**config.mk**
```make
export PLATFORM = sky130hd
export DESIGN_NAME = win_irq_ctrl
export DESIGN_NICKNAME = d
export VERILOG_FILES = /design/src/rtl/win_irq_pkg.sv /design/src/rtl/win_irq_window.sv /design/src/rtl/win_irq_persist.sv /design/src/rtl/win_irq_state.sv /design/src/rtl/win_irq_halt.sv /design/src/rtl/win_irq_ctrl.sv
export SDC_FILE = /design/constraint.sdc
export NUM_CORES = 1
export LEC_CHECK = 0
export CAP_MARGIN = 20
export CORE_UTILIZATION = 37
export DETAILED_ROUTE_END_ITERATION = 7
export PLACE_DENSITY = 0.8
export REMOVE_ABC_BUFFERS = 1
export SLEW_MARGIN = 20
export SYNTH_ARGS = -nofsm -noshare
export SYNTH_HDL_FRONTEND = slang
export SYNTH_HIERARCHICAL = 1
export SYNTH_SLANG_ARGS = --single-unit
```
**constraint.sdc**
```tcl
create_clock -name clk -period 7.2 [get_ports clk]
set_clock_uncertainty 0.2 [all_clocks]
set_input_delay 1.44 -clock clk [delete_from_list [all_inputs] [get_ports clk]]
set_output_delay 1.44 -clock clk [all_outputs]
set_load 0.05 [all_outputs]
```
**src/rtl/win_irq_pkg.sv**
```systemverilog
package win_irq_pkg;

    typedef enum logic [1:0] {
        MODE_OFF   = 2'b00,
        MODE_LEVEL = 2'b01,
        MODE_ALERT = 2'b10,
        MODE_FORCE = 2'b11
    } irq_mode_e;

    typedef enum logic [1:0] {
        PER_ALWAYS,
        PER_ANY,
        PER_SHORT,
        PER_LONG
    } persist_e;

    // one compared sample as seen by the filter
    typedef struct packed {
        logic valid;
        logic outside;
    } sample_t;

    function automatic persist_e decode_persist(input logic [2:0] code);
        case (code)
            3'd0:    return PER_ALWAYS;
            3'd1:    return PER_ANY;
            3'd2:    return PER_SHORT;
            default: return PER_LONG;
        endcase
    endfunction

    function automatic logic is_alert(input irq_mode_e m);
        return (m == MODE_ALERT) || (m == MODE_FORCE);
    endfunction

endpackage

```
**src/rtl/win_irq_window.sv**
```systemverilog
module win_irq_window
    import win_irq_pkg::*;
#(
    parameter int DATA_W = 16,
    parameter int NUM_CH = 4,
    localparam int SEL_W = $clog2(NUM_CH)
) (
    input  logic                     res_vld,
    input  logic [NUM_CH*DATA_W-1:0] res_bus,
    input  logic [SEL_W-1:0]         src_sel,
    input  logic [DATA_W-1:0]        thr_lo,
    input  logic [DATA_W-1:0]        thr_hi,
    output sample_t                  smp
);
    logic [DATA_W-1:0] chan [NUM_CH];
    logic [DATA_W-1:0] picked;

    for (genvar g = 0; g < NUM_CH; g++) begin : g_ch
        assign chan[g] = res_bus[g*DATA_W +: DATA_W];
    end

    assign picked = chan[src_sel];

    always_comb begin
        smp.valid   = res_vld;
        smp.outside = (picked < thr_lo) || (picked > thr_hi);
    end
endmodule

```
**src/rtl/win_irq_persist.sv**
```systemverilog
module win_irq_persist
    import win_irq_pkg::*;
#(
    parameter int SHORT_RUNS = 4,
    parameter int LONG_RUNS  = 12
) (
    input  logic       clk,
    input  logic       rst,
    input  sample_t    smp,
    input  logic [2:0] persist,
    output logic       qualify
);
    localparam int CNT_W = $clog2(LONG_RUNS + 1);
    localparam logic [CNT_W-1:0] SHORT_N = CNT_W'(SHORT_RUNS);
    localparam logic [CNT_W-1:0] LONG_N  = CNT_W'(LONG_RUNS);

    logic [CNT_W-1:0] run_q, run_d, need;
    persist_e         code;

    always_comb begin
        code  = decode_persist(persist);
        run_d = run_q;
        if (smp.valid) begin
            if (!smp.outside)
                run_d = '0;
            else if (run_q != LONG_N)
                run_d = run_q + 1'b1;
        end
        case (code)
            PER_ALWAYS: need = '0;
            PER_ANY:    need = CNT_W'(1);
            PER_SHORT:  need = SHORT_N;
            default:    need = LONG_N;
        endcase
        qualify = smp.valid &&
                  ((code == PER_ALWAYS) || (smp.outside && (run_d >= need)));
    end

    always_ff @(posedge clk) begin
        if (rst) run_q <= '0;
        else     run_q <= run_d;
    end
endmodule

```
**src/rtl/win_irq_state.sv**
```systemverilog
module win_irq_state
    import win_irq_pkg::*;
(
    input  logic       clk,
    input  logic       rst,
    input  logic [1:0] mode,
    input  logic       qualify,
    input  logic       cfg_wr,
    input  logic       clr_cmd,
    input  logic       ara_ok,
    output logic       pend
);
    irq_mode_e m;
    logic      set_ev, clr_ev;

    always_comb begin
        m      = irq_mode_e'(mode);
        set_ev = qualify || (cfg_wr && (m == MODE_FORCE));
        clr_ev = ((m == MODE_LEVEL) && clr_cmd) || (is_alert(m) && ara_ok);
    end

    always_ff @(posedge clk) begin
        if (rst)                 pend <= 1'b0;
        else if (m == MODE_OFF)  pend <= 1'b0;
        else if (set_ev)         pend <= 1'b1;   // set wins over clear
        else if (clr_ev)         pend <= 1'b0;
    end
endmodule

```
**src/rtl/win_irq_halt.sv**
```systemverilog
module win_irq_halt (
    input  logic clk,
    input  logic rst,
    input  logic stop_en,
    input  logic adc_en,
    input  logic pend,
    output logic integ_stop
);
    logic halt_q;

    always_ff @(posedge clk) begin
        if (rst)                     halt_q <= 1'b0;
        else if (stop_en && pend)    halt_q <= 1'b1;
        else if (!adc_en && !pend)   halt_q <= 1'b0;
    end

    assign integ_stop = halt_q || (stop_en && pend);
endmodule

```
**src/rtl/win_irq_ctrl.sv**
```systemverilog
module win_irq_ctrl
    import win_irq_pkg::*;
#(
    parameter int DATA_W     = 16,
    parameter int NUM_CH     = 4,
    parameter int SHORT_RUNS = 4,
    parameter int LONG_RUNS  = 12,
    localparam int SEL_W     = $clog2(NUM_CH)
) (
    input  logic                     clk,
    input  logic                     rst,
    input  logic                     res_vld,
    input  logic [NUM_CH*DATA_W-1:0] res_bus,
    input  logic [SEL_W-1:0]         src_sel,
    input  logic [DATA_W-1:0]        thr_lo,
    input  logic [DATA_W-1:0]        thr_hi,
    input  logic [1:0]               mode,
    input  logic [2:0]               persist,
    input  logic                     stop_en,
    input  logic                     cfg_wr,
    input  logic                     clr_cmd,
    input  logic                     ara_ok,
    input  logic                     adc_en,
    output logic                     irq_n,
    output logic                     integ_stop
);
    sample_t smp;
    logic    qualify;
    logic    pend;

    win_irq_window #(.DATA_W(DATA_W), .NUM_CH(NUM_CH)) u_window (
        .res_vld (res_vld),
        .res_bus (res_bus),
        .src_sel (src_sel),
        .thr_lo  (thr_lo),
        .thr_hi  (thr_hi),
        .smp     (smp)
    );

    win_irq_persist #(.SHORT_RUNS(SHORT_RUNS), .LONG_RUNS(LONG_RUNS)) u_persist (
        .clk     (clk),
        .rst     (rst),
        .smp     (smp),
        .persist (persist),
        .qualify (qualify)
    );

    win_irq_state u_state (
        .clk     (clk),
        .rst     (rst),
        .mode    (mode),
        .qualify (qualify),
        .cfg_wr  (cfg_wr),
        .clr_cmd (clr_cmd),
        .ara_ok  (ara_ok),
        .pend    (pend)
    );

    win_irq_halt u_halt (
        .clk        (clk),
        .rst        (rst),
        .stop_en    (stop_en),
        .adc_en     (adc_en),
        .pend       (pend),
        .integ_stop (integ_stop)
    );

    assign irq_n = ~pend;
endmodule

```
==> parameters.txt, run 1 <==
Parameter                              Value

Place
  Buffers added on ports ... 112
  Detailed placer's ending HPWL ... about 4300 µm
  Routability congestion estimate from global placement ... roughly 0.85
  Placed cell count ... 346

Synthesis
  Number of library cell types mapped by synthesis ... 42
  Count of flip-flops with a built-in enable after synthesis ... 0
  Post-synthesis async set-or-reset flop share ... 0%
  Post-synthesis compound-gate area fraction ... 18.65%
  Flops & latches, synth ... 6
  Mux share of post-synthesis cell area ... around a quarter
  Cell taking the most area after synthesis ... sky130_fd_sc_hd__ha_1
  Yosys warnings ... 6
  Part of the Yosys area used for sequential elements ... roughly 7.2%
  Primary flip-flop cell chosen by synthesis mapping ... sky130_fd_sc_hd__dfxtp_1
  Fraction of post-synthesis cell area in the top cell type by area ... a little over a quarter
  Cell Area, Synth ... 1670 µm²
  Synthesized instance count ... around 190
  Per-instance average area after synthesis ... 8.932 µm²
  Main combinational cell family by area after synthesis ... adder cells
  Post-synthesis share of cell area spent on full adders, half adders and majority gates ... 26.97%
  Largest cells by area after synthesis ... sky130_fd_sc_hd__ha_1 (27%), sky130_fd_sc_hd__mux4_2 (20%), sky130_fd_sc_hd__inv_1 (8.1%)
  Basic-gate share of the synthesized area counting and, or, nand and nor cells ... between 10% and 20%
  Post-Synth XOR/XNOR Area ... 0%

Drt
  Length of the first detailed-routing pass in iterations ... 4
  Final routed wirelength across all metal layers ... about 4800 µm
  Total via count after detailed routing ... 1845
  DR vias/cell ... roughly 5.3
  WL per Instance ... ~14 µm
  Number of DRC markers after the initial detailed-route iteration ... 91
  Post-route antenna net violation count ... 0
  Post-route DRC violation count ... 0

Setup path
  Kind of cell with the highest combined delay on the critical path ... compound AO/OA/AOI/OAI gates
  Logic depth of the worst register-to-register path ... 11
  Slowest CP cell ... sky130_fd_sc_hd__clkdlybuf4s50_1
  Buf/Inv on CP ... 1
  First element of the critical path ... src_sel[1]
  Kind of launch point of the worst setup path ... input pin
  Ordered cell list for the critical path ... clkdlybuf4s50_1 -> mux4_2 -> ha_1 -> nor2b_1 -> o211ai_1 -> a2111o_1 -> o211ai_1 -> a22o_1 -> nand2_1 -> a311oi_2 -> nor2_1 -> ha_1 -> and2b_4 -> a2111oi_2 -> or3_1 -> a221oi_1 -> o22ai_1
  Crit. End Element ... flop
  Start of the worst register-to-register path ... u_persist/run_q[0]
  CP Max Fanout ... 17
  Critical path class ... in2reg
  Reg-to-Reg End ... u_state/pend
  Worst Path Required ... roughly 7.1 ns
  Setup slack, reg-to-reg ... approximately 4.5 ns
  Worst endpoint data arrival time ... 5.85 ns
  Slowest cell delay on critical path ... ~0.97 ns

Clocking
  Number of H-tree branching levels ... 1
  Clock tree from TritonCTS ... built
  Number of clock sinks seen by CTS ... 6
  Post-CTS clock slew at the launch and capture registers of the worst setup and hold paths ... 0.04 ns
  Root buffer cell ... sky130_fd_sc_hd__clkbuf_8
  Clock latency on the worst-skew pair ... between 0.2 and 0.25 ns
  Number of buffers inserted to repair setup after CTS ... 0
  Number of buffers created by CTS ... 3
  Maximum number of buffers from clock root to sink ... 2
  Count of instances resized after the clock tree is built ... 0
  Post-CTS Hold Fix Bufs ... 0

Min path
  Number of cells on the worst hold path ... 2
  Launch instance of the worst min-delay path ... u_halt/halt_q
  Terminating pin of the worst hold path ... u_halt/halt_q
  Classification of the worst-slack hold path ... reg2reg

Final layout
  Area delta synth->final ... 71.16%
  Final instance count without filler cells ... between 300 and 400
  Antenna diode count ... 0
  Number of nets in the finished design ... between 400 and 500
  Share of final-layout standard cells stronger than drive strength 1 ... under 10%

Timing
  Max-Slew Margin vs Limit ... around half
  Max Slew Vio Count ... 0
  Final setup fails ... 0
  Post-route clock period utilization ... a little over 80%
  RSZ-0062 raised after global routing ... false
  Post-layout minimum cycle time ... 5.939 ns
  Maximum achievable frequency ... 0.1684 GHz
  Final sum of negative setup slack ... 0 ns
  Hold violation total from the final report ... 0
  Transition time at the pin with the least slew margin ... between 0.7 and 0.8 ns

Global routing
  Number of global-route vias before repair ... roughly 2000
  Wire length of the first global-routing pass ... slightly above 8000 µm
  Global-route congestion overflow total ... 0
  GRT Overall Usage ... between 20% and 30%
  Number of antenna violations at the first check in global routing ... 0
  Largest net degree at the start of global routing ... 19

Floorplan
  Area of the core ... 4354 µm²
  Horiz. Die Dim ... slightly below 70 µm
  Die outline area ... between 4000 and 5000 µm²
  Initial cell density of the core ... a little under two fifths
  Count of pins on the block boundary ... approximately 110
  FP Rows ... 24
  Chip Height ... around 69 µm

Pwr
  Leak pwr ... between 1 and 1.5 nW
  Power density relative to cell area ... ~90 nW/µm²
  VDD IR-drop max ... approximately 0.044 mV
  Total power of the final layout ... 0.0002564 W

Run
  Number of max-capacitance violations reported ... 0

Run status
  Run status ... finished clean
[sequential cells by signal, indices dropped and copies added, names as in the netlist]
| signal | cells |
|---|---|
| u_halt/halt_q | 1 |
| u_persist/run_q | 4 |
| u_state/pend | 1 |
[worst max-delay path by stage]
stage,slack [ns],end,cells after the start
floorplan,2.17,u_state/pend,16
global placement,1.13,u_state/pend,15
detailed placement,1.04,u_state/pend,17
CTS,1.27,u_state/pend,17
global route,0.92,u_state/pend,17
finish,1.26,u_state/pend,17
[cells in the mapped netlist, drive strengths merged, types with 2 or more instances]
cell    number
a211oi       3
nand4        7
inv         37
o21ai        6
a21o         2
o211ai       3
mux4        15
nand3        3
a21oi       18
nand2       12
nor2         4
mux2i        3
nor2b        2
dfxtp        6
ha          36
mux2         2
nand2b       3
a221oi       4
buf          5
[logic make-up after synthesis]
logic type      after synthesis
buf+inv                      43
fa+ha+maj                    36
flops                         6
compound gates               44
mux                          20
simple gates                 38
[per-stage QoR]
stage	cell area, µm²	hold slack (ns)	setup WS (ns)	utilization [%]
2_1_floorplan	1624	0.2473	2.171	-
3_3_place_gp	2818	0.2656	1.128	64.71
6_report	2859	0.2770	1.262	65.66
4_1_cts	2859	0.2853	1.272	65.66
3_5_place_dp	2818	0.2806	1.037	64.71
5_1_grt	2859	0.3395	0.9216	65.66
[worst min-delay path, delay by kind of cell (launching register included)]
| family | cells | cell delay (ns) |
|---|---|---|
| AO/OA/AOI/OAI | 2 | 0.12 |
| flip-flops | 1 | 0.29 |
[report_power, final]
part / switching (W) / internal, W / total, W
sequential: 0.00000197 / 0.0000352 / 0.0000371
combinational: 0.0000651 / 0.000102 / 0.000167
clock: 0.0000163 / 0.0000361 / 0.0000524
[layout make-up]
type                       count  area (µm²)
fill                         354        1495
sequential                     6       120.1
timing repair buffer         113        1129
inverter                      37       138.9
tap                           52       65.06
multi-input combinational    138        1365
clock buffer                   3       41.29
[placed cells by master, fill, tap and decap left out, drive strengths merged, types with 2 or more instances in the layout]
cell type and instances:
a211oi 3, a21o 2, a21oi 18, a221oi 4, clkbuf 3, clkdlybuf4s50 112, dfxtp 6, ha 36
inv 37, mux2 2, mux2i 3, mux4 15, nand2 12, nand2b 3, nand3 3, nand4 7
nor2 4, nor2b 2, o211ai 3, o21ai 6
[routing by layer]
metal | GRT usage, % | share of wire (%)
met1 | 20.04 | 35
met2 | 41.86 | 55
met3 | 4.360 | 7.0
met4 | 9.070 | 3.4
met5 | 0 | 0
Power figures use the tool's default switching activity.
==> run 2: changes to the inputs <==
--- a/config.mk
+++ b/config.mk
@@ -6,9 +6,9 @@
 export NUM_CORES = 1
 export LEC_CHECK = 0
 export CAP_MARGIN = 20
-export CORE_UTILIZATION = 37
+export CORE_UTILIZATION = 33
 export DETAILED_ROUTE_END_ITERATION = 7
-export PLACE_DENSITY = 0.8
+export PLACE_DENSITY = 0.75
 export REMOVE_ABC_BUFFERS = 1
 export SLEW_MARGIN = 20
 export SYNTH_ARGS = -nofsm -noshare
==> constraint.sdc (replaced) <==
create_clock -name clk -period 5.1 [get_ports clk]
set_clock_uncertainty 0.2 [all_clocks]
set_input_delay 1.02 -clock clk [delete_from_list [all_inputs] [get_ports clk]]
set_output_delay 1.02 -clock clk [all_outputs]
set_load 0.05 [all_outputs]
==> run 2 against run 1 <==
  * Flip-flop and latch count did not move
  * Cell count rose by 9.5%
  * Critical path depth shrank 1
  * Register-to-register slack got worse by 2.0 ns
  * Via count up 4.8%
  * Combinational power is 61% higher
  * First-iteration DRC count down 56%
  * Total power rose by 54%
  * Sequential power is 41% higher
  * Wire length grew 7.0%
  * Critical endpoint unchanged
==> parameters.txt, run 2 (synthesized netlist as in run 1, its figures left out) <==
Parameter                              Value

Run status
  Run status ... finished clean

Final layout
  Share of final-layout standard cells stronger than drive strength 1 ... 16.83% (+7.4 points)
  Number of nets in the finished design ... 464 (+4.0%)
  Area delta synth->final ... 87.64%
  Antenna diode count ... 0 (unchanged)
  Most common cell after layout, fill and taps aside ... sky130_fd_sc_hd__clkdlybuf4s50_1
  Post-layout instance area ... 3134 µm² (+9.6%)
  Flip-flop count of the largest register, all copies and words added ... 4 (unchanged)
  Register bank with the most flops ... u_persist/run_q
  Regs by FF count ... u_persist/run_q x4, u_halt/halt_q x1, u_state/pend x1
  Commonest cells after routing, fill and taps aside ... sky130_fd_sc_hd__clkdlybuf4s50_1 (110), sky130_fd_sc_hd__inv_1 (36), sky130_fd_sc_hd__ha_1 (33)
  Fill cell count ... 385 (+8.8%)

Setup path
  Critical path class ... in2reg
  Worst endpoint data arrival time ... 4.80 ns (-1.05 ns)
  Kind of launch point of the worst setup path ... input pin
  Worst Path Required ... 5.01 ns (-2.10 ns)
  CP Max Fanout ... 3 (-14)
  Crit. End Element ... flop

Drt
  Number of DRC markers after the initial detailed-route iteration ... 40 (-56%)
  Post-route DRC violation count ... 0 (unchanged)
  Total via count after detailed routing ... 1933 (+4.8%)
  WL per Instance ... 13.47 µm (-2.3%)
  Length of the first detailed-routing pass in iterations ... 4 (unchanged)
  Post-route antenna net violation count ... 0 (unchanged)
  Final routed wirelength across all metal layers ... 5147 µm (+7.0%)
  DR vias/cell ... 5.060 (-4.3%)

Place
  Area of placed instances ... 2959 µm² (+5.0%)
  Routability congestion estimate from global placement ... 0.8159 (-3.5%)
  Buffers added on ports ... 112 (unchanged)
  Pre-CTS setup slack ... -0.4126 ns (-1.449 ns)
  Detailed placer's ending HPWL ... 4282 µm (about the same)

Clocking
  Post-CTS clock slew at the launch and capture registers of the worst setup and hold paths ... 0.04 ns (about the same)
  Number of clock sinks seen by CTS ... 6 (unchanged)
  Post-CTS Hold Fix Bufs ... 0 (unchanged)
  Clock tree from TritonCTS ... built
  Root buffer cell ... sky130_fd_sc_hd__clkbuf_8
  Number of buffers created by CTS ... 3 (unchanged)
  Number of H-tree branching levels ... 1 (unchanged)
  Maximum number of buffers from clock root to sink ... 2 (unchanged)
  Clock latency on the worst-skew pair ... 0.23 ns (about the same)

Floorplan
  Chip Height ... 73.15 µm (+5.7%)
  Horiz. Die Dim ... 73.15 µm (+5.7%)
  Count of pins on the block boundary ... 113 (unchanged)
  Initial cell density of the core ... 34.90% (-3.5 points)
  Die outline area ... 5350 µm² (+12%)
  Area of the core ... 4786 µm² (+9.9%)
  FP Rows ... 25 (+4.2%)

Timing
  Transition time at the pin with the least slew margin ... 0.4916 ns (-0.2785 ns)
  Hold Slack ... 0.2792 ns (+0.002214 ns)
  RSZ-0062 raised after global routing ... false
  Post-route clock period utilization ... a little over nine tenths
  Maximum achievable frequency ... 0.2044 GHz
  Hold violation total from the final report ... 0 (unchanged)
  Final setup fails ... 0 (unchanged)
  Max-Slew Margin vs Limit ... 67.13% (+19 points)
  Worst setup slack after layout ... 0.2076 ns (-1.054 ns)
  Max Slew Vio Count ... 0 (unchanged)
  Post-layout minimum cycle time ... roughly 4.9 ns

Global routing
  GRT Overall Usage ... 18.99% (-1.9 points)
  Largest net degree at the start of global routing ... 18 (-1)
  Global-route congestion overflow total ... 0 (unchanged)
  Number of antenna violations at the first check in global routing ... 0 (unchanged)
  Wire length of the first global-routing pass ... 7941 µm (-2.6%)
  Number of global-route vias before repair ... 1980 (-2.0%)

Pwr
  VDD IR-drop max ... 0.08143 mV (+84%)
  Power density relative to cell area ... 126.1 nW/µm² (+41%)
  Leak pwr ... 1.400 nW (+10%)

Run
  Number of max-capacitance violations reported ... 0 (unchanged)

Min path
  Classification of the worst-slack hold path ... reg2reg
-- run 2: cell count changes in the layout (fill, tap and decap cells not counted), moves of 2 or more --
cell,before,now
sky130_fd_sc_hd__buf_12,0,2
sky130_fd_sc_hd__buf_4,1,14
sky130_fd_sc_hd__clkdlybuf4s50_1,112,110
sky130_fd_sc_hd__ha_1,36,33
sky130_fd_sc_hd__ha_4,0,3
-- run 2: report_power, final --
| group | switching, W | total, W | internal, W | leakage [nW] |
|---|---|---|---|---|
| clock | 0.0000227 | 0.0000736 | 0.0000509 | 0.0216 |
| sequential | 0.00000266 | 0.0000523 | 0.0000496 | 0.0488 |
| combinational | 0.0000999 | 0.000269 | 0.000169 | 1.33 |
-- run 2: worst paths after layout --
check	endpoint	depth (start not counted)	startpoint	slack, ns
worst max-delay path	u_state/pend	16	res_bus[59]	0.21
worst min-delay path	u_halt/halt_q	2	u_halt/halt_q	0.28
worst max register to register	u_state/pend	11	u_persist/run_q[0]	2.41
worst min register to register	u_halt/halt_q	2	u_halt/halt_q	0.28
-- run 2: worst max-delay path: stages --
cell and delay (ns):
sky130_fd_sc_hd__clkdlybuf4s50_1 0.42, sky130_fd_sc_hd__mux4_2 0.54, sky130_fd_sc_hd__ha_4 0.30, sky130_fd_sc_hd__nand4_1 0.13, sky130_fd_sc_hd__or4_2 0.67, sky130_fd_sc_hd__a22o_1 0.22
sky130_fd_sc_hd__buf_4 0.15, sky130_fd_sc_hd__inv_2 0.06, sky130_fd_sc_hd__a31o_1 0.12, sky130_fd_sc_hd__a21oi_1 0.09, sky130_fd_sc_hd__ha_1 0.32, sky130_fd_sc_hd__nand2_1 0.08
sky130_fd_sc_hd__a2111oi_2 0.05, sky130_fd_sc_hd__or3_4 0.37, sky130_fd_sc_hd__a221oi_2 0.17, sky130_fd_sc_hd__o22ai_1 0.10
-- run 2: repair_timing --
item                                    in CTS  in global routing
gates cloned                                 1                  1
pin swaps                                    0                  3
endpoints found under the setup margin       1                  1
buffers inserted                             0                  3
hold endpoints to repair                     0                  0
resized for setup                            4                  9
-- run 2: metal layers --
metal | GRT usage [%] | up-vias | share of wire [%]
met5 | 0 | - | 0
li1 | - | 957 | -
met1 | 18.23 | 880 | 36
met3 | 3.315 | 11 | 7.1
met2 | 39.20 | 85 | 55
met4 | 6.972 | 0 | 2.0
-- run 2: metrics by stage --
step | TNS [ns] | total power (W) | instances | util, %
6_report | 0 | 0.0003951 | 382 | 65.49
5_1_grt | 0 | 0.0004240 | 382 | 65.49
4_1_cts | 0 | 0.0003843 | 378 | 63.48
3_5_place_dp | -0.4126 | 0.0003054 | 374 | 61.83
3_3_place_gp | -0.3571 | 0.0003018 | 374 | 61.83
2_1_floorplan | 0 | 0.0001669 | 181 | -
-- run 2: layout make-up --
class | instances | area [µm²] | area share, %
clock buffers | 3 | 41.29 | 1.317
flip-flops and latches | 6 | 120.1 | 3.832
well taps | 67 | 83.83 | 2.675
inverters | 37 | 138.9 | 4.431
repair buffers | 131 | 1333 | 42.51
multi-input cells | 138 | 1418 | 45.23
==> run 3: changes to the inputs <==
--- a/config.mk
+++ b/config.mk
@@ -9,7 +9,6 @@
 export CORE_UTILIZATION = 33
 export DETAILED_ROUTE_END_ITERATION = 7
 export PLACE_DENSITY = 0.75
-export REMOVE_ABC_BUFFERS = 1
 export SLEW_MARGIN = 20
 export SYNTH_ARGS = -nofsm -noshare
 export SYNTH_HDL_FRONTEND = slang
==> run 3 against run 2 <==
  * Cell count is the same
  * Wire length shrank 3.4%
  * Sequential power grew 0.8%
  * Sequential share of layout area grew 0.092 points
  * Core utilization shrank 1.5 points
  * Count of clock-buffer cells in the layout is the same
  * Total power shrank 1.8%
  * Flip-flop and latch count is the same
  * Clock power is essentially flat
  * Die area is the same
  * Worst setup slack lost 0.059 ns
  * Worst hold slack lost 0.0048 ns
  * Critical path type unchanged
  * Critical endpoint unchanged
==> parameters.txt, run 3 (synthesized netlist as in run 1, its figures left out) <==
Parameter                              Value

Setup path
  Worst endpoint data arrival time ... 4.85 ns (+0.05 ns)
  Start of the worst register-to-register path ... u_persist/run_q[0]
  Critical path class ... in2reg
  Worst Path Required ... 5.00 ns (about the same)
  Kind of launch point of the worst setup path ... input pin
  CP Max Fanout ... 3 (unchanged)
  Slowest CP cell ... sky130_fd_sc_hd__or4_2
  Setup slack, reg-to-reg ... 2.36 ns (-0.05 ns)
  Ordered cell list for the critical path ... clkdlybuf4s50_1 -> mux4_2 -> ha_1 -> nand4_1 -> or4_2 -> a22o_1 -> nand4_1 -> a21oi_1 -> nor2_1 -> ha_1 -> and2b_4 -> a2111oi_2 -> or3_1 -> a221oi_2 -> o22ai_1
  Logic depth of the worst register-to-register path ... 11 (unchanged)
  Slowest cell delay on critical path ... 0.67 ns (about the same)
  Crit. End Element ... flop
  Reg-to-Reg End ... u_state/pend

Drt
  Total via count after detailed routing ... 1918 (-0.78%)
  Length of the first detailed-routing pass in iterations ... 4 (unchanged)
  WL per Instance ... 13.02 µm (-3.4%)
  Post-route DRC violation count ... 0 (unchanged)
  DR vias/cell ... 5.021 (-0.78%)
  Final routed wirelength across all metal layers ... 4974 µm (-3.4%)
  Post-route antenna net violation count ... 0 (unchanged)
  Number of DRC markers after the initial detailed-route iteration ... 53 (+33%)

Pwr
  Switching share of power ... 31.76% (+0.057 points)
  Power density relative to cell area ... 126.8 nW/µm² (+0.60%)
  Leak pwr ... 1.391 nW (-0.64%)
  Internal power contribution ... 0.0002649 W (-1.9%)
  Gate power share ... 67.5% (-0.6 points)
  Total power of the final layout ... 0.0003881 W (-1.8%)
  Clock network power share ... 18.9% (+0.3 points)
  VDD IR-drop max ... 0.1029 mV (+26%)
  Switching component of the power ... 0.0001233 W (-1.6%)
  Fraction of power consumed by sequential logic ... 13.6% (+0.4 points)

Final layout
  Register bank with the most flops ... u_persist/run_q
  Area delta synth->final ... 83.22%
  Final instance count without filler cells ... 382 (unchanged)
  Antenna diode count ... 0 (unchanged)
  Number of nets in the finished design ... 464 (unchanged)
  Share of final-layout standard cells stronger than drive strength 1 ... 15.56% (-1.3 points)
  Flip-flop count of the largest register, all copies and words added ... 4 (unchanged)
  Regs by FF count ... u_persist/run_q x4, u_halt/halt_q x1, u_state/pend x1
  Commonest cells after routing, fill and taps aside ... sky130_fd_sc_hd__clkdlybuf4s50_1 (110), sky130_fd_sc_hd__inv_1 (36), sky130_fd_sc_hd__ha_1 (36)
  Most common cell after layout, fill and taps aside ... sky130_fd_sc_hd__clkdlybuf4s50_1
  Fill cell count ... 407 (+5.7%)

Timing
  Hold Slack ... 0.2744 ns (-0.004776 ns)
  Maximum achievable frequency ... 0.2019 GHz (-1.2%)
  Hold violation total from the final report ... 0 (unchanged)
  Max-Slew Margin vs Limit ... 67.29% (+0.16 points)
  Final setup fails ... 0 (unchanged)
  Post-route clock period utilization ... 97.09% (+1.2 points)
  Transition time at the pin with the least slew margin ... 0.4892 ns (-0.002402 ns)
  Max Slew Vio Count ... 0 (unchanged)
  Final sum of negative setup slack ... 0 ns (unchanged)
  Worst setup slack after layout ... 0.1482 ns (-0.05946 ns)
  Post-layout minimum cycle time ... 4.952 ns (+0.05946 ns)

Clocking
  Number of H-tree branching levels ... 1 (unchanged)
  Clock tree from TritonCTS ... built
  Clock latency on the worst-skew pair ... 0.23 ns (about the same)
  Root buffer cell ... sky130_fd_sc_hd__clkbuf_8
  Maximum number of buffers from clock root to sink ... 2 (unchanged)
  Number of buffers created by CTS ... 3 (unchanged)
  Post-CTS Hold Fix Bufs ... 0 (unchanged)
  Number of clock sinks seen by CTS ... 6 (unchanged)
  Post-CTS clock slew at the launch and capture registers of the worst setup and hold paths ... 0.03 ns (about the same)

Place
  Buffers added on ports ... 112 (unchanged)
  Pre-CTS setup slack ... -0.4207 ns (-0.008089 ns)
  Detailed placer's ending HPWL ... 4378 µm (+2.2%)
  Placed cell count ... 375 (+0.27%)
  Routability congestion estimate from global placement ... 0.8133 (-0.32%)

Global routing
  Global routing met3 resource utilization ... 2.348% (-0.97 points)
  Grt met2 use ... 38.89% (-0.31 points)
  Number of global-route vias before repair ... 2000 (+1.0%)
  Met1 track demand over resource in global routing ... 21.06% (+2.8 points)
  Wire length of the first global-routing pass ... 8128 µm (+2.4%)
  Most utilized layer in the global route result ... met2
  GRT Overall Usage ... 19.38% (+0.39 points)
  Global-route congestion overflow total ... 0 (unchanged)
  Number of antenna violations at the first check in global routing ... 0 (unchanged)
  Largest net degree at the start of global routing ... 11 (-7)

Floorplan
  Die outline area ... 5350 µm² (unchanged)
  Chip Height ... 73.15 µm (unchanged)
  Horiz. Die Dim ... 73.15 µm (unchanged)
  Count of pins on the block boundary ... 113 (unchanged)
  Initial cell density of the core ... 34.90% (unchanged)
  FP Rows ... 25 (unchanged)
  Area of the core ... 4786 µm² (unchanged)

Run
  Number of max-capacitance violations reported ... 0 (unchanged)

Min path
  Launch instance of the worst min-delay path ... u_halt/halt_q
  Number of cells on the worst hold path ... 2 (unchanged)
  Classification of the worst-slack hold path ... reg2reg
  Terminating pin of the worst hold path ... u_halt/halt_q

Run status
  Run status ... finished clean

Synthesis
  Number of nets produced by synthesis ... ~330
## run 3: cell counts in the layout (fill, tap and decap cells not counted)
Identical to the previous run, type by type.
## run 3: worst max path at each step
stage	startpoint	to	slack, ns	cells after the start
after floorplan	src_sel[0]	u_state/pend	0.06	16
after global placement	src_sel[0]	u_state/pend	-0.38	16
after detailed placement	src_sel[0]	u_state/pend	-0.42	18
after CTS	src_sel[1]	u_state/pend	0.005	18
after global routing	src_sel[0]	u_state/pend	-0.02	16
final	res_bus[43]	u_state/pend	0.15	15
## run 3: critical path: cells and delay by family
kind            cells  cell delay, ns
mux                 1            0.50
fa+ha+maj           2            0.55
simple gates        6            1.68
compound gates      5            0.70
buf+inv             1            0.40
## run 3: power by group through the flow
stage	clock, W	sequential, W	combinational [W]
finish	0.0000735	0.0000527	0.000262
CTS	0.0000755	0.0000524	0.000258
global placement	0	0.0000530	0.000249
floorplan	0	0.0000523	0.000123
detailed placement	0	0.0000531	0.000253
global route	0.0000766	0.0000531	0.000289
## run 3: area by class of cell
type | count | area, µm² | share of cell area, %
clock buffers | 3 | 41.29 | 1.349
inverters | 37 | 138.9 | 4.538
multi-input cells | 138 | 1374 | 44.89
flip-flops and latches | 6 | 120.1 | 3.925
repair buffers | 131 | 1303 | 42.56
well taps | 67 | 83.83 | 2.739
## run 3: routing by layer
metal	routed length (µm)	part of all wire, %
met1	1924	39
met3	303	6.1
met4	61	1.2
met5	0	0
met2	2684	54
## run 3: stage by stage
| step | utilization, % | cell area, µm² |
|---|---|---|
| 4_1_cts | 63.42 | 3035 |
| 3_5_place_dp | 61.73 | 2954 |
| 2_1_floorplan | - | 1673 |
| 5_1_grt | 63.95 | 3060 |
| 3_3_place_gp | 61.73 | 2954 |
| 6_report | 63.95 | 3060 |
## run 3: timing repair
action                                  in CTS  in global routing
gates resized for setup                      2                  6
setup buffers                                1                  2
gates cloned                                 1                  0
pin swaps                                    0                  4
endpoints found under the setup margin       1                  1
